## config.mk

```make
export PLATFORM = sky130hd
export DESIGN_NAME = dscc_regbank
export DESIGN_NICKNAME = d
export VERILOG_FILES = /design/src/rtl/dscc_pkg.sv /design/src/rtl/dscc_ptr_fsm.sv /design/src/rtl/dscc_chan_regs.sv /design/src/rtl/dscc_line_decode.sv /design/src/rtl/dscc_regbank.sv
export SDC_FILE = /design/constraint.sdc
export NUM_CORES = 1
export LEC_CHECK = 0
export CAP_MARGIN = 20
export CORE_MARGIN = 2
export CORE_UTILIZATION = 40
export DETAILED_ROUTE_END_ITERATION = 16
export GPL_TIMING_DRIVEN = 0
export PLACE_DENSITY = 0.61
export SYNTH_ARGS = -nofsm -noshare
export SYNTH_HDL_FRONTEND = slang
export SYNTH_SLANG_ARGS = --single-unit
export TNS_END_PERCENT = 5
```

## constraint.sdc

```tcl
create_clock -name clk -period 2.7 [get_ports clk]
set_input_delay 0.54 -clock clk [delete_from_list [all_inputs] [get_ports clk]]
set_output_delay 0.54 -clock clk [all_outputs]
set_load 0.05 [all_outputs]
```

## src/rtl/dscc_pkg.sv

```systemverilog
package dscc_pkg;
    localparam int CHANS     = 2;
    localparam int REG_COUNT = 16;
    localparam int BYTE_W    = 8;
    localparam int IDX_W     = $clog2(REG_COUNT);
    localparam int BRG_W     = 2 * BYTE_W;
    localparam int DIV_W     = BRG_W + 8;
    localparam int BITS_W    = 4;

    localparam logic [IDX_W-1:0] IDX_RXCFG  = 4'd3;
    localparam logic [IDX_W-1:0] IDX_FORMAT = 4'd4;
    localparam logic [IDX_W-1:0] IDX_TXCFG  = 4'd5;
    localparam logic [IDX_W-1:0] IDX_MASTER = 4'd9;
    localparam logic [IDX_W-1:0] IDX_BRG_LO = 4'd12;
    localparam logic [IDX_W-1:0] IDX_BRG_HI = 4'd13;

    localparam logic [2:0] CMD_POINT_HIGH = 3'b001;

    typedef enum logic {
        PTR_HOME,
        PTR_AIMED
    } ptr_state_t;

    function automatic logic [BYTE_W-1:0] wr_default(input logic [IDX_W-1:0] idx);
        case (idx)
            4'd4:    return 8'h04;
            4'd9:    return 8'hC0;
            4'd11:   return 8'h08;
            4'd14:   return 8'h30;
            4'd15:   return 8'hF8;
            default: return 8'h00;
        endcase
    endfunction

    function automatic logic [BYTE_W-1:0] rr_default(input logic [IDX_W-1:0] idx,
                                                     input logic disabled);
        case (idx)
            4'd0:    return disabled ? 8'h7C : 8'h44;
            4'd1:    return 8'h07;
            default: return 8'h00;
        endcase
    endfunction
endpackage

```

## src/rtl/dscc_ptr_fsm.sv

```systemverilog
module dscc_ptr_fsm
    import dscc_pkg::*;
(
    input  logic             clk,
    input  logic             rst_n,
    input  logic             soft_rst,
    input  logic             ctrl_wr,
    input  logic             ctrl_rd,
    input  logic [5:0]       cmd_byte,
    output logic [IDX_W-1:0] ptr
);
    ptr_state_t       state_q, state_d;
    logic [IDX_W-1:0] ptr_q, ptr_d;
    logic [IDX_W-1:0] load_val;

    always_comb begin
        load_val = {(cmd_byte[5:3] == CMD_POINT_HIGH), cmd_byte[2:0]};
    end

    always_ff @(posedge clk or negedge rst_n) begin
        if (!rst_n) begin
            state_q <= PTR_HOME;
            ptr_q   <= '0;
        end else begin
            state_q <= state_d;
            ptr_q   <= ptr_d;
        end
    end

    always_comb begin
        state_d = state_q;
        ptr_d   = ptr_q;
        unique case (state_q)
            PTR_HOME: begin
                if (ctrl_wr && (load_val != '0)) begin
                    state_d = PTR_AIMED;
                    ptr_d   = load_val;
                end
            end
            PTR_AIMED: begin
                if (ctrl_wr || ctrl_rd) begin
                    state_d = PTR_HOME;
                    ptr_d   = '0;
                end
            end
        endcase
        if (soft_rst) begin
            state_d = PTR_HOME;
            ptr_d   = '0;
        end
    end

    always_comb begin
        ptr = (state_q == PTR_AIMED) ? ptr_q : '0;
    end

    assert_read_homes_R3: assert property (@(posedge clk) disable iff (!rst_n)
        ctrl_rd |=> (ptr == '0));

    assert_write_homes_R3: assert property (@(posedge clk) disable iff (!rst_n)
        (ptr != '0 && ctrl_wr) |=> (ptr == '0));

    assert_point_high_R2: assert property (@(posedge clk) disable iff (!rst_n)
        (ptr == '0 && ctrl_wr && !soft_rst && cmd_byte[5:3] == CMD_POINT_HIGH) |=> ptr[IDX_W-1]);

    assert_low_select_R13: assert property (@(posedge clk) disable iff (!rst_n)
        (ptr == '0 && ctrl_wr && !soft_rst && cmd_byte[2:0] != 3'd0) |=> (ptr[2:0] == $past(cmd_byte[2:0])));
endmodule

```

## src/rtl/dscc_chan_regs.sv

```systemverilog
module dscc_chan_regs
    import dscc_pkg::*;
#(
    parameter bit DISABLED = 1'b0
) (
    input  logic                              clk,
    input  logic                              rst_n,
    input  logic                              soft_rst,
    input  logic                              reg_wr,
    input  logic [IDX_W-1:0]                  reg_idx,
    input  logic [BYTE_W-1:0]                 reg_wdata,
    input  logic [IDX_W-1:0]                  rd_idx,
    input  logic                              data_wr,
    input  logic                              data_rd,
    input  logic                              rx_strobe,
    input  logic [BYTE_W-1:0]                 rx_byte,
    output logic [REG_COUNT-1:0][BYTE_W-1:0]  wregs,
    output logic [BYTE_W-1:0]                 rr_sel,
    output logic [BYTE_W-1:0]                 rx_hold,
    output logic                              params_changed,
    output logic                              tx_push,
    output logic [BYTE_W-1:0]                 tx_data
);
    logic [REG_COUNT-1:0][BYTE_W-1:0] wr_q;
    logic [REG_COUNT-1:0][BYTE_W-1:0] rr_q;
    logic                             rx_accept;
    logic                             fmt_hit;

    always_comb begin
        fmt_hit = reg_wr && ((reg_idx == IDX_FORMAT) || (reg_idx == IDX_TXCFG) ||
                             (reg_idx == IDX_BRG_LO) || (reg_idx == IDX_BRG_HI));
        rx_accept = rx_strobe && wr_q[IDX_RXCFG][0] && (!rr_q[0][0] || data_rd);
        wregs  = wr_q;
        rr_sel = rr_q[rd_idx];
    end

    always_ff @(posedge clk or negedge rst_n) begin
        if (!rst_n) begin
            for (int i = 0; i < REG_COUNT; i++) begin
                wr_q[i] <= wr_default(IDX_W'(i));
                rr_q[i] <= rr_default(IDX_W'(i), DISABLED);
            end
            rx_hold        <= '0;
            params_changed <= 1'b0;
            tx_push        <= 1'b0;
            tx_data        <= '0;
        end else if (soft_rst) begin
            for (int i = 0; i < REG_COUNT; i++) begin
                wr_q[i] <= wr_default(IDX_W'(i));
                rr_q[i] <= rr_default(IDX_W'(i), DISABLED);
            end
            rx_hold        <= '0;
            params_changed <= 1'b0;
            tx_push        <= 1'b0;
        end else begin
            params_changed <= fmt_hit;
            tx_push        <= data_wr && wr_q[IDX_TXCFG][3];
            if (reg_wr) begin
                wr_q[reg_idx] <= reg_wdata;
                if ((reg_idx == IDX_BRG_LO) || (reg_idx == IDX_BRG_HI)) begin
                    rr_q[reg_idx] <= reg_wdata;
                end
            end
            if (data_wr) begin
                tx_data    <= reg_wdata;
                rr_q[0][2] <= 1'b1;
                rr_q[1][0] <= 1'b1;
            end
            if (data_rd) begin
                rr_q[0][0] <= 1'b0;
            end
            if (rx_accept) begin
                rr_q[0][0] <= 1'b1;
                rx_hold    <= rx_byte;
            end
        end
    end

    assert_mirror_lo_R4: assert property (@(posedge clk) disable iff (!rst_n)
        (reg_wr && reg_idx == IDX_BRG_LO && !soft_rst) |=> (rr_q[IDX_BRG_LO] == $past(reg_wdata)));

    assert_mirror_hi_R4: assert property (@(posedge clk) disable iff (!rst_n)
        (reg_wr && reg_idx == IDX_BRG_HI && !soft_rst) |=> (rr_q[IDX_BRG_HI] == $past(reg_wdata)));

    assert_soft_defaults_R6: assert property (@(posedge clk) disable iff (!rst_n)
        soft_rst |=> (wr_q[IDX_MASTER] == 8'hC0 && rr_q[1] == 8'h07 && !rr_q[0][0]));

    assert_param_pulse_R12: assert property (@(posedge clk) disable iff (!rst_n)
        params_changed |-> $past(reg_wr && !soft_rst));

    assert_rx_clear_R11: assert property (@(posedge clk) disable iff (!rst_n)
        (data_rd && !rx_strobe && !soft_rst) |=> !rr_q[0][0]);

    assert_tx_gate_R10: assert property (@(posedge clk) disable iff (!rst_n)
        tx_push |-> $past(data_wr && wr_q[IDX_TXCFG][3]));
endmodule

```

## src/rtl/dscc_line_decode.sv

```systemverilog
module dscc_line_decode
    import dscc_pkg::*;
(
    input  logic [1:0]        par_field,
    input  logic [1:0]        stop_field,
    input  logic [1:0]        scale_field,
    input  logic [1:0]        len_field,
    input  logic [BYTE_W-1:0] brg_lo,
    input  logic [BYTE_W-1:0] brg_hi,
    output logic              par_en,
    output logic              par_even,
    output logic              two_stop,
    output logic [BITS_W-1:0] data_bits,
    output logic [DIV_W-1:0]  clk_div
);
    logic [BRG_W:0]  brg_plus2;
    logic [2:0]      scale_sh;
    logic [DIV_W-1:0] base_div;

    always_comb begin
        par_en   = par_field[0];
        par_even = par_field[1];
        two_stop = (stop_field == 2'b11);
        case (len_field)
            2'b00:   data_bits = 4'd5;
            2'b01:   data_bits = 4'd7;
            2'b10:   data_bits = 4'd6;
            default: data_bits = 4'd8;
        endcase
        case (scale_field)
            2'b00:   scale_sh = 3'd0;
            2'b01:   scale_sh = 3'd4;
            2'b10:   scale_sh = 3'd5;
            default: scale_sh = 3'd6;
        endcase
        brg_plus2 = {1'b0, brg_hi, brg_lo} + (BRG_W+1)'(2);
        base_div  = DIV_W'(brg_plus2) << 1;
        clk_div   = base_div << scale_sh;
    end
endmodule

```

## src/rtl/dscc_regbank.sv

```systemverilog
module dscc_regbank
    import dscc_pkg::*;
#(
    parameter logic [1:0] DISABLED_MASK = 2'b00
) (
    input  logic                                          clk,
    input  logic                                          rst_n,
    input  logic                                          host_sel,
    input  logic                                          host_write,
    input  logic [1:0]                                    host_addr,
    input  logic [7:0]                                    host_wdata,
    output logic [7:0]                                    host_rdata,
    input  logic [1:0]                                    rx_strobe,
    input  logic [1:0][7:0]                               rx_byte,
    output logic [1:0]                                    tx_push,
    output logic [1:0][7:0]                               tx_data,
    output logic [1:0][15:0][7:0]                         wreg_out,
    output logic [1:0]                                    par_en,
    output logic [1:0]                                    par_even,
    output logic [1:0]                                    two_stop,
    output logic [1:0][3:0]                               data_bits,
    output logic [1:0][23:0]                              clk_div,
    output logic [1:0]                                    params_changed
);
    logic [CHANS-1:0][IDX_W-1:0]  ptr_w;
    logic [CHANS-1:0]             wr9_w;
    logic [CHANS-1:0]             soft_rst_w;
    logic [CHANS-1:0][BYTE_W-1:0] rr_sel_w;
    logic [CHANS-1:0][BYTE_W-1:0] rx_hold_w;
    logic                         any_wr9;

    for (genvar c = 0; c < CHANS; c++) begin : g_chan
        logic hit, ctrl_wr, ctrl_rd, data_wr, data_rd, reg_wr;

        always_comb begin
            hit      = host_sel && (host_addr[1] == 1'(c));
            ctrl_wr  = hit && host_write && !host_addr[0];
            ctrl_rd  = hit && !host_write && !host_addr[0];
            data_wr  = hit && host_write && host_addr[0];
            data_rd  = hit && !host_write && host_addr[0];
            wr9_w[c] = ctrl_wr && (ptr_w[c] == IDX_MASTER);
            reg_wr   = ctrl_wr && (ptr_w[c] != '0) &&
                       !(wr9_w[c] && (host_wdata[7:6] != 2'b00));
        end

        dscc_ptr_fsm u_ptr (
            .clk      (clk),
            .rst_n    (rst_n),
            .soft_rst (soft_rst_w[c]),
            .ctrl_wr  (ctrl_wr),
            .ctrl_rd  (ctrl_rd),
            .cmd_byte (host_wdata[5:0]),
            .ptr      (ptr_w[c])
        );

        dscc_chan_regs #(
            .DISABLED (DISABLED_MASK[c])
        ) u_regs (
            .clk            (clk),
            .rst_n          (rst_n),
            .soft_rst       (soft_rst_w[c]),
            .reg_wr         (reg_wr),
            .reg_idx        (ptr_w[c]),
            .reg_wdata      (host_wdata),
            .rd_idx         (ptr_w[c]),
            .data_wr        (data_wr),
            .data_rd        (data_rd),
            .rx_strobe      (rx_strobe[c]),
            .rx_byte        (rx_byte[c]),
            .wregs          (wreg_out[c]),
            .rr_sel         (rr_sel_w[c]),
            .rx_hold        (rx_hold_w[c]),
            .params_changed (params_changed[c]),
            .tx_push        (tx_push[c]),
            .tx_data        (tx_data[c])
        );

        dscc_line_decode u_line (
            .par_field   (wreg_out[c][IDX_FORMAT][1:0]),
            .stop_field  (wreg_out[c][IDX_FORMAT][3:2]),
            .scale_field (wreg_out[c][IDX_FORMAT][7:6]),
            .len_field   (wreg_out[c][IDX_TXCFG][6:5]),
            .brg_lo      (wreg_out[c][IDX_BRG_LO]),
            .brg_hi      (wreg_out[c][IDX_BRG_HI]),
            .par_en      (par_en[c]),
            .par_even    (par_even[c]),
            .two_stop    (two_stop[c]),
            .data_bits   (data_bits[c]),
            .clk_div     (clk_div[c])
        );

        assert_len_range_R8: assert property (@(posedge clk) disable iff (!rst_n)
            (data_bits[c] >= 4'd5) && (data_bits[c] <= 4'd8));

        assert_div_floor_R9: assert property (@(posedge clk) disable iff (!rst_n)
            clk_div[c] >= 24'd4);
    end

    always_comb begin
        any_wr9       = |wr9_w;
        soft_rst_w[0] = any_wr9 && host_wdata[7];
        soft_rst_w[1] = any_wr9 && host_wdata[6];
        host_rdata    = host_addr[0] ? rx_hold_w[host_addr[1]] : rr_sel_w[host_addr[1]];
    end

    assert_reset_unstored_R5: assert property (@(posedge clk) disable iff (!rst_n)
        (wr9_w[0] && host_wdata[7:6] == 2'b01) |=> (wreg_out[0][IDX_MASTER] == $past(wreg_out[0][IDX_MASTER])));

    assert_isolation_R1: assert property (@(posedge clk) disable iff (!rst_n)
        (host_sel && host_write && host_addr[1] && !any_wr9) |=> $stable(wreg_out[0]));
endmodule

```

# After elaboration in Yosys (flattened, before gate mapping)
# Cells that the tools add are included.
# word_totals
in_bits	32
register_bits	558
out_inout_bits	346
elab_cells	273
# classes
n_bitwise	5
n_shift	2
addsub	2
n_eq_ne	25
order_cmp	5
reduce_logical	87
n_mux	65
# ops
op	count
128-bit 2-to-1 mux	10
128-bit bitwise mux	4
8-bit 2-to-1 mux	13
8-bit binary-select mux with 4-bit select	2
8-bit demux with 4-bit select	2
18-bit by 3-bit left shift with 24-bit output	2
1-bit logical AND	36
16-bit by 2-bit adder with 17-bit output (second input constant)	2
4-bit 2-to-1 mux	8
4-bit nonzero test	7
4-bit equality test (second input constant)	6
4-bit one-hot mux with 3 select lines	2
2-bit AND reduction	10
1-bit 2-to-1 mux	18
3-bit one-hot mux with 3 select lines	2
4-bit by 3-bit equality test with 1-bit output (second input constant)	4
4-bit one-hot mux with 2 select lines	2
2-bit nonzero test	7
2-bit equality test (second input constant)	6
1-bit logical OR	12
3-bit nonzero test	4
4-bit by 5-bit less-than comparator with 1-bit output (second input constant)	2
2-bit by 1-bit equality test with 1-bit output (second input constant)	4
4-bit by 1-bit >= comparator with 1-bit output (second input constant)	2
other kinds (9)	24

# Longest topological paths before layout
# Gate-level depths: netlist of run 1.
# logic_depth
depth_word	12
mapped_depth	9
ltp_nobuf	6

# Modules after synthesis
# Synthesis of run 1 repeated with hierarchy kept, for this count alone.
# unflattened
cells_unflattened	2426
area_unflattened_um2	26073.8
# modules_own_cells
mod	instances	cells_each	area_per_inst_um2
dscc_chan_regs	2	1025	11512.3
dscc_line_decode (g_chan[1].u_line)	1	168	1164.9
dscc_line_decode (g_chan[0].u_line)	1	123	935.9
dscc_ptr_fsm	2	25	294.0
dscc_regbank	1	35	360.3

# Worst setup path before layout of run 1
# No wires, ideal clock.
# synth_timing
path_kind	register -> output
startpoint	reg g_chan[1].u_regs.wr_q, in the netlist g_chan[1].u_regs.wregs[97]
endpoint	out clk_div[42] in the netlist's numbering
path_buffers	0
t_arrival_ps	2965
required_ps	2160
path_slack_ps	-805
path_stages_with_launch	7
cell_sequence	dfrtp_1 > ha_1 > nand4_1 > nor4_1 > xor2_1 > nand2_1 > o21ai_0
# synth_rtl
item	line_no	text
start, declared	dscc_chan_regs.sv:24	logic [REG_COUNT-1:0][BYTE_W-1:0] wr_q;
start signal, assigned by index	dscc_chan_regs.sv:40	wr_q[i] <= wr_default(IDX_W'(i));
start signal, assigned by index	dscc_chan_regs.sv:49	wr_q[i] <= wr_default(IDX_W'(i));
start signal, assigned by index	dscc_chan_regs.sv:59	wr_q[reg_idx] <= reg_wdata;
end, declared	dscc_regbank.sv:22	output logic [1:0][23:0] clk_div,

# Worst setup path after layout of run 1
# layout_timing
startpoint	reg g_chan[0].u_ptr.ptr_q[1]
endpoint	out host_rdata[7]
# layout_via
elab_chain_cells	6
# layout_lines
item	line_no	text
start, declared	dscc_ptr_fsm.sv:13	logic [IDX_W-1:0] ptr_q, ptr_d;
start signal, assigned	dscc_ptr_fsm.sv:26	ptr_q <= ptr_d;
4-bit 2-to-1 mux	dscc_ptr_fsm.sv:54	ptr = (state_q == PTR_AIMED) ? ptr_q : '0;
8-bit binary-select mux with 4-bit select	dscc_chan_regs.sv:34	rr_sel = rr_q[rd_idx];
8-bit 2-to-1 mux (implied by the code)	dscc_chan_regs.sv:34	
8-bit 2-to-1 mux (implied by the code) (2 in a row)	dscc_regbank.sv:103	host_rdata = host_addr[0] ? rx_hold_w[host_addr[1]] : rr_sel_w[host_addr[1]];
8-bit 2-to-1 mux	dscc_regbank.sv:103	
end, declared	dscc_regbank.sv:12	output logic [7:0] host_rdata,
# Every way passes these cells. The select of a mux whose other input is x is not followed.

==> flow_summary.toml, run 1 <==
[outcome]
status = "finished, violations left"
violations = "negative setup slack"

[logic_synthesis]
synth-seq-cells = 558
ys_seq_area_frac = 0.5610
synth_area_leaders = "dfrtp_1, mux2i_1, and2_1, nor2_1, dfstp_2"
synth_warnings = 0
synth_flop_cell = "dfrtp_1"
synth.distinct_cells = 89
ys_async_sr_fraction = 1.000
postSynthAreaPerCell_um2 = 11.15
netlist.area_leader.share = 0.5273
synth-edff-count = 0
post_synth_instance_area_um2 = 24960
ys_top_cells_by_count = "dfrtp_1, nor2_1, mux2i_1"
netlist.top_cell.by_area = "dfrtp_1"
synthCells = 2239
synth_most_common_cell = "dfrtp_1"

[timing]
maxSlewHeadroom = 0.2564
skew_ns = 0.02915
finalCritPeriodShare = 1.263
fmax_mhz = 293.3
finalSetupTns_ns = -32.57
tightestPinTransition_ns = 1.115
hold_ws_ns = 0.4232
setup_slack_ns = -0.7096
finalSetupViolations = 247
timing.final.max_slew_violations = 0
min_period_ns = 3.410
hold_viol_final = 0
rsz0062_at_grt = "true"

[clock_network]
clk_pin_slew_ns = 0.06
clockBufferDepth = 3
cts_made_buffers = 60
cts_tree = "yes"
cts_root_buf = "clkbuf_16"
cts_num_sinks = 558
worstSkewPairLatency_ns = 0.65
htree_levels = 2

[floorplanning]
start_util = 0.4045
core_area_um2 = 61710
row_count = 91
die_height_um = 253.8
die-area_um2 = 64420
ios = 378
die_width_um = 253.8

[worst_setup_path]
endpoint = "host_rdata[7]"
startpoint = "g_chan[0].u_ptr.ptr_q[1]$_DFFE_PN0P_"
r2r-end = "g_chan[0].u_ptr.state_q$_DFF_PN0_"
startpoint_type = "flip-flop"
endpoint_kind = "primary output"
worstSetupPathType = "flip-flop to primary output"
critPathMaxFanout = 10
timing.rr.start = "g_chan[1].u_ptr.ptr_q[2]$_DFFE_PN0P_"
worst_ep_required_time_ns = 2.16
regToRegSetupSlack_ns = -0.22
reg2reg_depth = 7
cp_data_arrival_time_ns = 2.87

[placement]
gp_congestion = 0.9233
dp_hpwl_mm = 63.26
portBuffers = 367

[power_and_ir_drop]
p_leak_nw = 15.75
ir_worst_vdd_mv = 0.4961
powerDensity_nw_per_um2 = 595.0
power_mw = 20.12

[global_routing]
globalRouteTotalUtil = 0.2722
grt_pass1_vias = 19880
grt_pass1_wl_mm = 131.1
grt_max_degree = 117
grt_antenna_before_repair = 2
grt.overflow.total = 0

[min_path]
hold_class = "primary input to async pin"

[detailed_routing]
vias_per_cell = 5.375
drt-pass1-iter-count = 5
final_antenna_net_count = 0
drt_iter0_markers = 1514
wl_per_cell_um = 24.43
wl_mm = 88.65
route.detailed.drc = 0
vias = 19510

[cells_and_area]
fin_nets = 2780
layout-drive-gt1-share = 0.2243
syn_to_final_growth_pct = 35.48

[flow_run]
maxCapViolCount = 0
[how the worst min path moves through the flow]
| stage | to | depth (start not counted) | from |
|---|---|---|---|
| after global routing | g_chan[1].u_regs.rr_q[52]$_DFFE_PN0P_ | 2 | rst_n |
| after floorplan | g_chan[0].u_ptr.ptr_q[0]$_DFFE_PN0P_ | 0 | rst_n |
| after CTS | g_chan[1].u_regs.rr_q[52]$_DFFE_PN0P_ | 2 | rst_n |
| after global placement | g_chan[0].u_regs.wregs[78]$_DFFE_PN1P_ | 2 | g_chan[0].u_regs.wregs[78]$_DFFE_PN1P_ |
| after detailed placement | g_chan[0].u_regs.wregs[79]$_DFFE_PN1P_ | 2 | g_chan[0].u_regs.wregs[79]$_DFFE_PN1P_ |
| final | g_chan[1].u_regs.rr_q[52]$_DFFE_PN0P_ | 2 | rst_n |
[cell type report]
cell class                      count  area (um2)
Timing Repair Buffer              454        4577
Tap cell                          837        1047
Multi-Input combinational cell   1463       10930
Sequential cell                   558       14040
Clock inverter                     25       315.3
Antenna cell                        1       2.502
Clock buffer                       88        1727
Buffer                            174        1061
Inverter                           29       116.4
Fill cell                        5343       27890
[layout by cell type, fill, tap and decap left out, drive strengths merged, types with 9 or more instances in the layout]
master         instances
a211oi                19
a21oi                 78
a221oi                12
a22oi                  9
and2                 235
and3                  10
buf                  225
clkbuf               178
clkdlybuf4s50        298
clkinv                18
dfrtp                526
dfstp                 32
inv                   28
mux2                  14
mux2i                246
mux4                  33
nand2                190
nand2b                13
nand3                 26
nand4                 14
nor2                 276
nor2b                 13
nor3                  30
nor4                   9
o21ai                 55
or2                   10
or3                   12
xnor2                 14
xor2                  11
[routing by layer]
layer  GRT usage  vias to the layer above  share of wire
li1            -                     8633              -
met1      0.3653                    10030           0.42
met2      0.4409                      693           0.47
met3     0.06258                      151          0.074
met4     0.08034                        2          0.032
met5           0                        -        0.00012
[cell families after synthesis]
kind of cell | count (synthesis) | synth area share
AND/OR/NAND/NOR | 861 | 0.1764
flip-flops | 558 | 0.5610
multiplexers | 293 | 0.1347
AO/OA/AOI/OAI | 274 | 0.07493
buffers and inverters | 219 | 0.04000
XOR/XNOR | 25 | 0.008771
adder cells (fa/ha/maj) | 8 | 0.004010
other | 1 | 0.0001502
[report_power, final]
group / internal, mW / leakage, nW / switching (mW) / total, mW
registers: 8.55 / 7.54 / 0.146 / 8.70
clock network: 5.01 / 1.01 / 3.55 / 8.56
logic: 1.01 / 7.20 / 1.86 / 2.87
total: 14.6 / 15.8 / 5.56 / 20.1
[registers in the layout, indices dropped and copies added, names as in the netlist]
name / count
g_chan.u_regs.rx_hold: 16
g_chan.u_regs.params_changed: 2
g_chan.u_ptr.state_q: 2
g_chan.u_ptr.ptr_q: 8
g_chan.u_regs.rr_q: 256
g_chan.u_regs.wregs: 256
g_chan.u_regs.tx_push: 2
g_chan.u_regs.tx_data: 16
[critical path, cell delays in order, from the launching register on]
cell      delay, ns
dfrtp_1        0.37
buf_6          0.14
buf_12         0.14
buf_4          0.20
buf_6          0.17
o21a_1         0.20
o211ai_1       0.23
a221oi_2       0.14
a221oi_2       0.38
buf_6          0.23
[per-stage QoR]
stage / util / cells / area (um2) / worst slack (ns)
6_report: 0.5480 / 3629 / 33820 / -0.7096
5_1_grt: 0.5480 / 3628 / 33820 / -0.7733
4_1_cts: 0.5359 / 3585 / 33070 / -0.6852
3_5_place_dp: 0.4854 / 3452 / 29950 / -1.473
3_3_place_gp: 0.4826 / 3444 / 29780 / -25.33
2_1_floorplan: - / 2240 / 25060 / -0.2541
[timing repair]
item,CTS,global route
hold buffers,1,0
hold endpoints to repair,51,0
gates cloned,2,1
gates resized for setup,533,150
setup buffers,33,43
pin swaps,38,42
setup endpoints to repair,252,491
No activity file was read; power rests on OpenSTA's default activity.
==> run 2, diff against run 1 <==
- clock period: 2.7 -> 4.3 ns (I/O delays scaled with it)
==> run 2 against run 1 <==
  * The flow now finishes without violations
  * Clock power shrank 38%
  * Setup slack gained 0.71 ns
  * Non-clock buffer count shrank 65
  * Combinational power shrank 47%
  * Critical path depth shrank 2
  * Sequential power shrank 37%
  * Critical path type unchanged
  * Highest routed layer unchanged
==> flow_summary.toml, run 2 (synthesis gave the netlist of run 1 again) <==
[floorplanning]
ios = 378
core_area_um2 = 61710
start_util = 0.4045
die_height_um = 253.8
die_width_um = 253.8
row_count = 91
die-area_um2 = 64420

[timing]
finalSetupViolations = 0
hold_viol_final = 0
min_period_ns = 4.296
finalCritPeriodShare = 0.9991
fmax_mhz = 232.8
timing.final.max_slew_violations = 0
finalSetupTns_ns = 0
skew_ns = 0.01798
rsz0062_at_grt = "true"
tightestPinTransition_ns = 1.176
maxSlewHeadroom = 0.2159

[worst_setup_path]
startpoint_type = "flip-flop"
timing.rr.start = "g_chan[1].u_ptr.state_q$_DFF_PN0_"
cp_data_arrival_time_ns = 3.44
worstSetupPathType = "flip-flop to primary output"
reg2reg_depth = 7
critPathMaxFanout = 10
endpoint_kind = "primary output"
startpoint = "g_chan[1].u_ptr.ptr_q[1]$_DFFE_PN0P_"
worst_ep_required_time_ns = 3.44

[power_and_ir_drop]
ir_worst_vdd_mv = 0.3086
power_mw = 12.32
powerDensity_nw_per_um2 = 385.6
p_leak_nw = 14.89

[cells_and_area]
final_cell_mix = "dfrtp_1, clkdlybuf4s50_1, nor2_1"
n_fill_cell = 5558
layout-drive-gt1-share = 0.1208
mostFrequentLayoutCell = "dfrtp_1"
fin_area_um2 = 31950
fin_nets = 2713
post-route-util = 0.5177
instances_no_fill = 3561
syn_to_final_growth_pct = 27.98

[global_routing]
grt_antenna_before_repair = 3
grt_most_used_layer = "met2"
use_met1 = 0.3478
globalRouteTotalUtil = 0.2650
grt_pass1_wl_mm = 126.6
grt_max_degree = 122
met3_usage = 0.06965
grt.overflow.total = 0
grt.met2_usage = 0.4253
grt_pass1_vias = 19290

[clock_network]
post_cts_buffers = 0
cts_made_buffers = 58
cts_num_sinks = 558
cts.repair.resized = 64
clk_pin_slew_ns = 0.06
htree_levels = 2
ctsHoldBuffers = 0
clockBufferDepth = 3
cts_root_buf = "clkbuf_16"
cts_tree = "yes"
worstSkewPairLatency_ns = 0.62

[placement]
portBuffers = 367
dp.cells = 3452
gp_congestion = 0.9022
placed_cell_area_um2 = 29860
dp_hpwl_mm = 62.44

[detailed_routing]
vias_per_cell = 5.366
wl_per_cell_um = 24.05
drt_iter0_markers = 1569
route.detailed.drc = 0
wl_mm = 85.65
final_antenna_net_count = 0
drt-pass1-iter-count = 6
vias = 19110

[outcome]
status = "completed"

[min_path]
hold_class = "primary input to async pin"

[flow_run]
maxCapViolCount = 0
[run 2: worst max-delay path: stages, from the launching register on]
cell and delay [ns]:
dfrtp_1 0.45, buf_2 0.27, o21ai_1 0.31, buf_2 0.32
a222oi_1 0.15, nor4_1 0.52, a221o_1 0.24, dlygate4sd2_1 0.55
[run 2: final cells by class]
type	instances	area (um2)	area share
clock inverters	14	234.0	0.007324
diodes	1	2.502	0.00007833
inverters	29	108.9	0.003407
plain buffers	188	895.9	0.02804
clock buffers	96	1798	0.05628
flip-flops and latches	558	14000	0.4383
multi-input cells	1463	10040	0.3143
well taps	837	1047	0.03278
repair buffers	375	3816	0.1195
[run 2: stage by stage]
stage          setup WS [ns]  hold slack [ns]
6_report            0.003896          0.08315
5_1_grt              -0.1551          0.08411
4_1_cts             -0.08194          0.06228
3_5_place_dp         -0.5034           0.4516
3_3_place_gp          -22.01           0.4512
2_1_floorplan         0.4746           0.4448
[run 2: metal layers]
metal | share of wire | vias up
met5 | 0.00032 | -
met1 | 0.42 | 9767
met3 | 0.078 | 142
li1 | - | 8519
met2 | 0.47 | 675
met4 | 0.034 | 4
[run 2: report_power, final]
| part | internal (mW) | switching (mW) |
|---|---|---|
| sequential | 5.37 | 0.0804 |
| combinational | 0.451 | 1.08 |
| clock | 3.20 | 2.14 |
| total | 9.02 | 3.30 |
[run 2: worst paths after layout]
| check | end | slack [ns] |
|---|---|---|
| worst max-delay path | host_rdata[0] | 0.004 |
| worst min-delay path | g_chan[1].u_regs.rr_q[50]$_DFFE_PN0P_ | 0.08 |
| worst max register to register | g_chan[1].u_regs.rr_q[66]$_DFFE_PN0P_ | 1.49 |
| worst min register to register | g_chan[0].u_regs.wregs[79]$_DFFE_PN1P_ | 0.46 |
| max in group asynchronous | g_chan[0].u_regs.wregs[58]$_DFFE_PN0P_ | 2.29 |
| min in group clk | g_chan[0].u_regs.wregs[79]$_DFFE_PN1P_ | 0.46 |
